$ cat src/rtl/modectl_pkg.sv
package modectl_pkg;
  localparam int unsigned REG_W    = 8;
  localparam int unsigned TEST_POS = 6;
  localparam int unsigned VIS_POS  = 4;
  localparam logic [REG_W-1:0] LIVE_MASK = (REG_W'(1) << TEST_POS) | (REG_W'(1) << VIS_POS);

  typedef struct packed {
    logic test;
    logic vis;
  } mode_state_t;

  function automatic logic [REG_W-1:0] pack_reg(input mode_state_t s);
    logic [REG_W-1:0] v;
    v = '0;
    v[TEST_POS] = s.test;
    v[VIS_POS]  = s.vis;
    return v;
  endfunction
endpackage

$ cat src/rtl/modectl_test_bit.sv
module modectl_test_bit #(
  parameter int unsigned W   = 8,
  parameter int unsigned POS = 6
) (
  input  logic         clk,
  input  logic         rst_n,
  input  logic         strap,
  input  logic         wr_hit,
  input  logic [W-1:0] wdata,
  output logic         test_q,
  output logic         leaving
);
  // Clear-only: a write of zero while set is the single legal transition.
  assign leaving = wr_hit && test_q && !wdata[POS];

  always_ff @(posedge clk) begin
    if (!rst_n)       test_q <= strap;
    else if (leaving) test_q <= 1'b0;
  end

  p_no_rise_r3: assert property (@(posedge clk) disable iff (!rst_n)
    !test_q |=> !test_q);
  p_clear_r2: assert property (@(posedge clk) disable iff (!rst_n)
    (wr_hit && test_q && !wdata[POS]) |=> !test_q);
endmodule

$ cat src/rtl/modectl_vis_bit.sv
module modectl_vis_bit #(
  parameter int unsigned W   = 8,
  parameter int unsigned POS = 4
) (
  input  logic         clk,
  input  logic         rst_n,
  input  logic         strap,
  input  logic         wr_hit,
  input  logic         test_q,
  input  logic         leaving,
  input  logic [W-1:0] wdata,
  output logic         vis_q
);
  logic armed_q;

  always_ff @(posedge clk) begin
    if (!rst_n) begin
      vis_q   <= strap;
      armed_q <= 1'b1;
    end else if (leaving) begin
      vis_q   <= 1'b0;
      armed_q <= 1'b0;
    end else if (wr_hit && test_q && armed_q) begin
      vis_q   <= wdata[POS];
      armed_q <= 1'b0;
    end
  end

  p_locked_r5: assert property (@(posedge clk) disable iff (!rst_n)
    !test_q |=> $stable(vis_q));
  p_forced_r6: assert property (@(posedge clk) disable iff (!rst_n)
    leaving |=> !vis_q);
  p_once_r4: assert property (@(posedge clk) disable iff (!rst_n)
    (!armed_q && !leaving) |=> $stable(vis_q));
endmodule

$ cat src/rtl/modectl_read_port.sv
module modectl_read_port
  import modectl_pkg::*;
(
  input  logic             clk,
  input  logic             rst_n,
  input  mode_state_t      st,
  input  logic             sel_ctl,
  input  logic             sel_map,
  input  logic             rd_en,
  output logic [REG_W-1:0] rd_data,
  output logic             bus_drive
);
  assign rd_data   = sel_ctl ? pack_reg(st) : '0;
  assign bus_drive = rd_en && (sel_ctl || sel_map) && !st.vis;

  p_unused_zero_r7: assert property (@(posedge clk) disable iff (!rst_n)
    (rd_data & ~LIVE_MASK) == '0);
  p_drive_r8: assert property (@(posedge clk) disable iff (!rst_n)
    bus_drive |-> (rd_en && !st.vis));
endmodule

$ cat src/rtl/modectl_reg.sv
module modectl_reg
  import modectl_pkg::*;
(
  input  logic             clk,
  input  logic             rst_n,
  input  logic             strap_test,
  input  logic             sel_ctl,
  input  logic             sel_map,
  input  logic             rd_en,
  input  logic             wr_en,
  input  logic [REG_W-1:0] wr_data,
  output logic [REG_W-1:0] rd_data,
  output logic             test_mode,
  output logic             vis_inhibit,
  output logic             bus_drive
);
  logic        wr_hit;
  logic        leaving;
  mode_state_t st;

  assign wr_hit = wr_en && sel_ctl;

  modectl_test_bit #(.W(REG_W), .POS(TEST_POS)) u_test (
    .clk(clk), .rst_n(rst_n), .strap(strap_test), .wr_hit(wr_hit),
    .wdata(wr_data), .test_q(st.test), .leaving(leaving));

  modectl_vis_bit #(.W(REG_W), .POS(VIS_POS)) u_vis (
    .clk(clk), .rst_n(rst_n), .strap(strap_test), .wr_hit(wr_hit),
    .test_q(st.test), .leaving(leaving), .wdata(wr_data), .vis_q(st.vis));

  modectl_read_port u_rd (
    .clk(clk), .rst_n(rst_n), .st(st), .sel_ctl(sel_ctl), .sel_map(sel_map),
    .rd_en(rd_en), .rd_data(rd_data), .bus_drive(bus_drive));

  assign test_mode   = st.test;
  assign vis_inhibit = st.vis;

  p_idle_hold_r9: assert property (@(posedge clk) disable iff (!rst_n)
    !(wr_en && sel_ctl) |=> ($stable(test_mode) && $stable(vis_inhibit)));
endmodule

$ cat config.mk
export PLATFORM = sky130hd
export DESIGN_NAME = modectl_reg
export DESIGN_NICKNAME = d
export VERILOG_FILES = /design/src/rtl/modectl_pkg.sv /design/src/rtl/modectl_test_bit.sv /design/src/rtl/modectl_vis_bit.sv /design/src/rtl/modectl_read_port.sv /design/src/rtl/modectl_reg.sv
export SDC_FILE = /design/constraint.sdc
export NUM_CORES = 1
export LEC_CHECK = 0
export CORE_AREA = 3 3 40 42
export CTS_CLUSTER_DIAMETER = 50
export DETAILED_ROUTE_END_ITERATION = 12
export DIE_AREA = 0 0 43 45
export PLACE_DENSITY = 0.65
export SLEW_MARGIN = 30
export SYNTH_ARGS = -nofsm -noshare
export SYNTH_HDL_FRONTEND = slang
export SYNTH_HIERARCHICAL = 1
export SYNTH_SLANG_ARGS = --single-unit
$ cat constraint.sdc
create_clock -name clk -period 1.5 [get_ports clk]
set_clock_uncertainty 0.15 [all_clocks]
set_input_delay 0.225 -clock clk [delete_from_list [all_inputs] [get_ports clk]]
set_output_delay 0.225 -clock clk [all_outputs]
set_load 0.05 [all_outputs]
; Word level (Yosys, flattened, before mapping)
; Cells that the tools add are included.
[word_totals]
inputBits = 15
regBits = 3
elab_cells = 23
[classes]
eq_ne = 2
reduce_logical = 10
muxes = 8
[ops]
columns = op, count
row1 = $mux W1, 7
row2 = $mux W7, 1
row3 = $logic_and A1 B1 Y1, 6
row4 = $ne A3 B1 Y1 const B, 1
row5 = $logic_not A1 Y1, 2
row6 = $ne A2 B1 Y1 const B, 1
row7 = $reduce_bool A2 Y1, 1
row8 = $logic_or A1 B1 Y1, 1

; Logic depth before layout (Yosys ltp)
[logic_depth]
word_depth = 6
mapped_depth = 5
mapped_depth_nobuf = 5

; Modules after synthesis
; The synthesis kept the hierarchy.
[by_module_without_submodules]
columns = mod, seq_area_each_um2, area_per_inst_um2, instances, cells_per_inst
row1 = modectl_vis_bit, 50.0, 96.3, 1, 10
row2 = modectl_read_port, 0.0, 80.1, 1, 11
row3 = modectl_test_bit, 30.0, 52.6, 1, 5
row4 = modectl_reg, 0.0, 6.3, 1, 1

; Worst setup path before layout
; OpenSTA, ideal clock, no wires.
[synth_path]
path_kind = register to output
startpoint = register u_vis.vis_q
endpoint = output port bus_drive
setup_slack_ns = -0.240
t_arrival_ns = 1.365
path_stages_with_launch = 2
t_required_ns = 1.125
cell_sequence = edfxtp_1 nor3b_2
[synth_via]
elab_chain_cells = 2
[synth_rtl]
columns = element, line
row1 = "start, declared", modectl_vis_bit.sv:12  ; output logic vis_q
row2 = "start signal, assigned", modectl_vis_bit.sv:18  ; vis_q <= strap;
row3 = "start signal, assigned", modectl_vis_bit.sv:24  ; vis_q <= wdata[POS];
row4 = $logic_not A1 Y1, modectl_read_port.sv:14  ; assign bus_drive = rd_en && (sel_ctl || sel_map) && !st.vis;
row5 = $logic_and A1 B1 Y1, modectl_read_port.sv:14
row6 = "end, declared", modectl_reg.sv:15  ; output logic bus_drive
; Every way passes these cells.

; Final worst setup path
; Ends and elaborated chain as after synthesis.

==> reports/metrics.csv <==
stage,metric,value,unit
logic_synthesis,Post-Synth Adder-Cell Area,0,%
floorplan,standard-cell rows,13,
run,total of max-cap violations,0,
finish,share of layout cells above drive strength 1,48.0,%
logic_synthesis,Seq cells post-synth,3,
finish,Diodes inserted,0,
clocking,TritonCTS Buffers,3,
clocking,clk slew on worst S/H paths,0.04,ns
logic_synthesis,compound-cell area share of the yosys netlist,11.2,%
timing,RSZ-0062 raised after global routing,no,
finish,Final Core Density,39.0,%
timing,period utilization,96.2,%
global_routing,vias in the first global route,222,
timing,post-route worst setup slack,0.0577,ns
global_routing,first-pass GRT wire length,814,um
logic_synthesis,post-synth cell types,17,
placement,post-place setup slack,-0.218,ns
floorplan,IO Pins,26,
logic_synthesis,Cells after Synth,27,
detailed_routing,overall via count from detail_route,235,
logic_synthesis,part of the Yosys area used for sequential elements,34.0,%
floorplan,Initial Util,18.3,%
finish,final net count,66,
logic_synthesis,xor and xnor area share after synthesis,0,%
clocking,H-tree depth,1,
logic_synthesis,main combinational cell family by area after synthesis,simple AND/OR/NAND/NOR gates,
logic_synthesis,Yosys Warn Count,6,
clocking,Sink Count,3,
floorplan,die height,45,um
worst_setup_path,CP endpoint kind,output port,
worst_setup_path,CP arrival,1.07,ns
detailed_routing,drt pass-1 iters,2,
run_status,outcome,completed,
worst_setup_path,crit start category,register,
finish,fill cell count,125,
floorplan,Die X,43,um
detailed_routing,DR WL/cell,7.88,um
worst_setup_path,CP Max Fanout,3,
power,Overall Power,0.000413,W
logic_synthesis,Syn Area/Cell,8.71,um2
power,Leak,0.229,nW
logic_synthesis,mux cell area share after synthesis,0,%
detailed_routing,initial DRC count,3,
placement,RD Place Congestion,0.652,
timing,setup TNS,0,ns
logic_synthesis,Mapped Area,235,um2
worst_setup_path,critical path required time,1.12,ns
timing,Hold Slack,0.333,ns
clocking,clock buffer depth,2,
clocking,Clock Latency Late Sink,0.24,ns
detailed_routing,detailed-route DRC error count,0,
timing,Highest Clock Rate,0.693,GHz
power,Max IR drop VDD,0.333,mV
timing,Slew Limit Fails,0,
timing,final setup vio count,0,
clocking,root buffer cell,clkbuf_4,
timing,min Tclk post-route,1.44,ns
finish,Area Growth Syn to Fin,113,%
placement,port bufs,13,
detailed_routing,antenna-violating nets left,0,
floorplan,die area,1940,um2
power,power density cells,823,nW/um2
logic_synthesis,post-synthesis simple-gate area fraction,30.9,%
global_routing,initial antenna violation count,0,
global_routing,largest net degree at the start of global routing,5,
worst_setup_path,Crit Path Category,register to output port,
floorplan,Core Area,1280,um2
detailed_routing,routed vias/inst,3.62,
detailed_routing,final WL,512,um
global_routing,total track usage,6.24,%
worst_hold_path,worst hold path class,register to register,
clocking,CTS tree,done,
timing,final hold vios,0,
global_routing,total gr overflow,0,
## final cells by class
cell class / count / area (um2) / area share [%]
timing repair buffer: 20 / 234 / 46.6
multi-input combinational: 21 / 135 / 26.9
sequential: 3 / 80.1 / 16.0
clock buffer: 4 / 26.3 / 5.24
tap: 15 / 18.8 / 3.74
inverter: 2 / 7.51 / 1.50
## power by group
| part | internal [W] | switching (W) |
|---|---|---|
| logic | 0.0000759 | 0.0000927 |
| clock network | 0.0000998 | 0.0000439 |
| registers | 0.0000959 | 0.00000465 |
## routing by layer
layer	wire (um)	up-vias	global-route usage [%]
met5	0	-	0
met4	0	0	3.61
met3	77	0	5.18
met2	210	18	9.88
met1	224	94	5.54
li1	-	123	-
## synthesized netlist by cell type, drive strengths merged
cell type,count,area share [%]
buf,6,19
and2,3,9.0
nand2,3,4.8
edfxtp,2,26
inv,2,3.2
nor2,2,3.2
nor2b,2,6.4
a22o,1,3.7
a31o,1,3.7
conb,1,1.6
dfxtp,1,8.5
nand3,1,2.1
nor3b,1,5.3
o21ai,1,3.7
## path summary, 6_finish.rpt
path,slack [ns],depth (start not counted),end,from
max,0.06,2,bus_drive,u_vis/vis_q$_DFFE_PP_
min,0.33,1,u_vis/armed_q$_SDFFE_PN1P_,u_vis/armed_q$_SDFFE_PN1P_
max reg2reg,0.21,5,u_vis/vis_q$_DFFE_PP_,u_test/test_q$_SDFFCE_PP0P_
min reg2reg,0.33,1,u_vis/armed_q$_SDFFE_PN1P_,u_vis/armed_q$_SDFFE_PN1P_
## cell families (layout without fill, tap and decap cells)
kind of cell / Yosys count / in the layout
AND/OR/NAND/NOR: 12 / 12
buffers and inverters: 8 / 26
AO/OA/AOI/OAI: 3 / 3
flip-flops: 3 / 3
other: 1 / 6
## registers in the layout (all words and copies together) (netlist names)
register / count
u_vis/vis_q: 1
u_vis/armed_q: 1
u_test/test_q: 1
## placed cells by master (no fill, tap or decap), drive strengths merged, types with 2 or more instances in the layout
cell type	synthesis	layout
and2	3	3
buf	6	12
clkbuf	0	4
clkdlybuf4s50	0	6
conb	1	6
edfxtp	2	2
inv	2	2
nand2	3	3
nor2	2	2
nor2b	2	2
## stage by stage
stage / cells / cell area (um2)
after floorplan: 32 / 265
after global placement: 59 / 457
after detailed placement: 59 / 457
after CTS: 65 / 497
after global routing: 65 / 502
final: 65 / 502
## critical path: stages (launching register included)
cell	delay [ns]
edfxtp_1	0.43
nor3b_4	0.23
buf_12	0.16
## repair_timing
item,4_1_cts,5_1_grt
setup endpoints to repair,3,1
setup buffers,2,0
gates resized for setup,1,2
cloned,0,0
hold buffers,0,0
pin swaps,1,1
No activity file was read; power rests on OpenSTA's default activity.
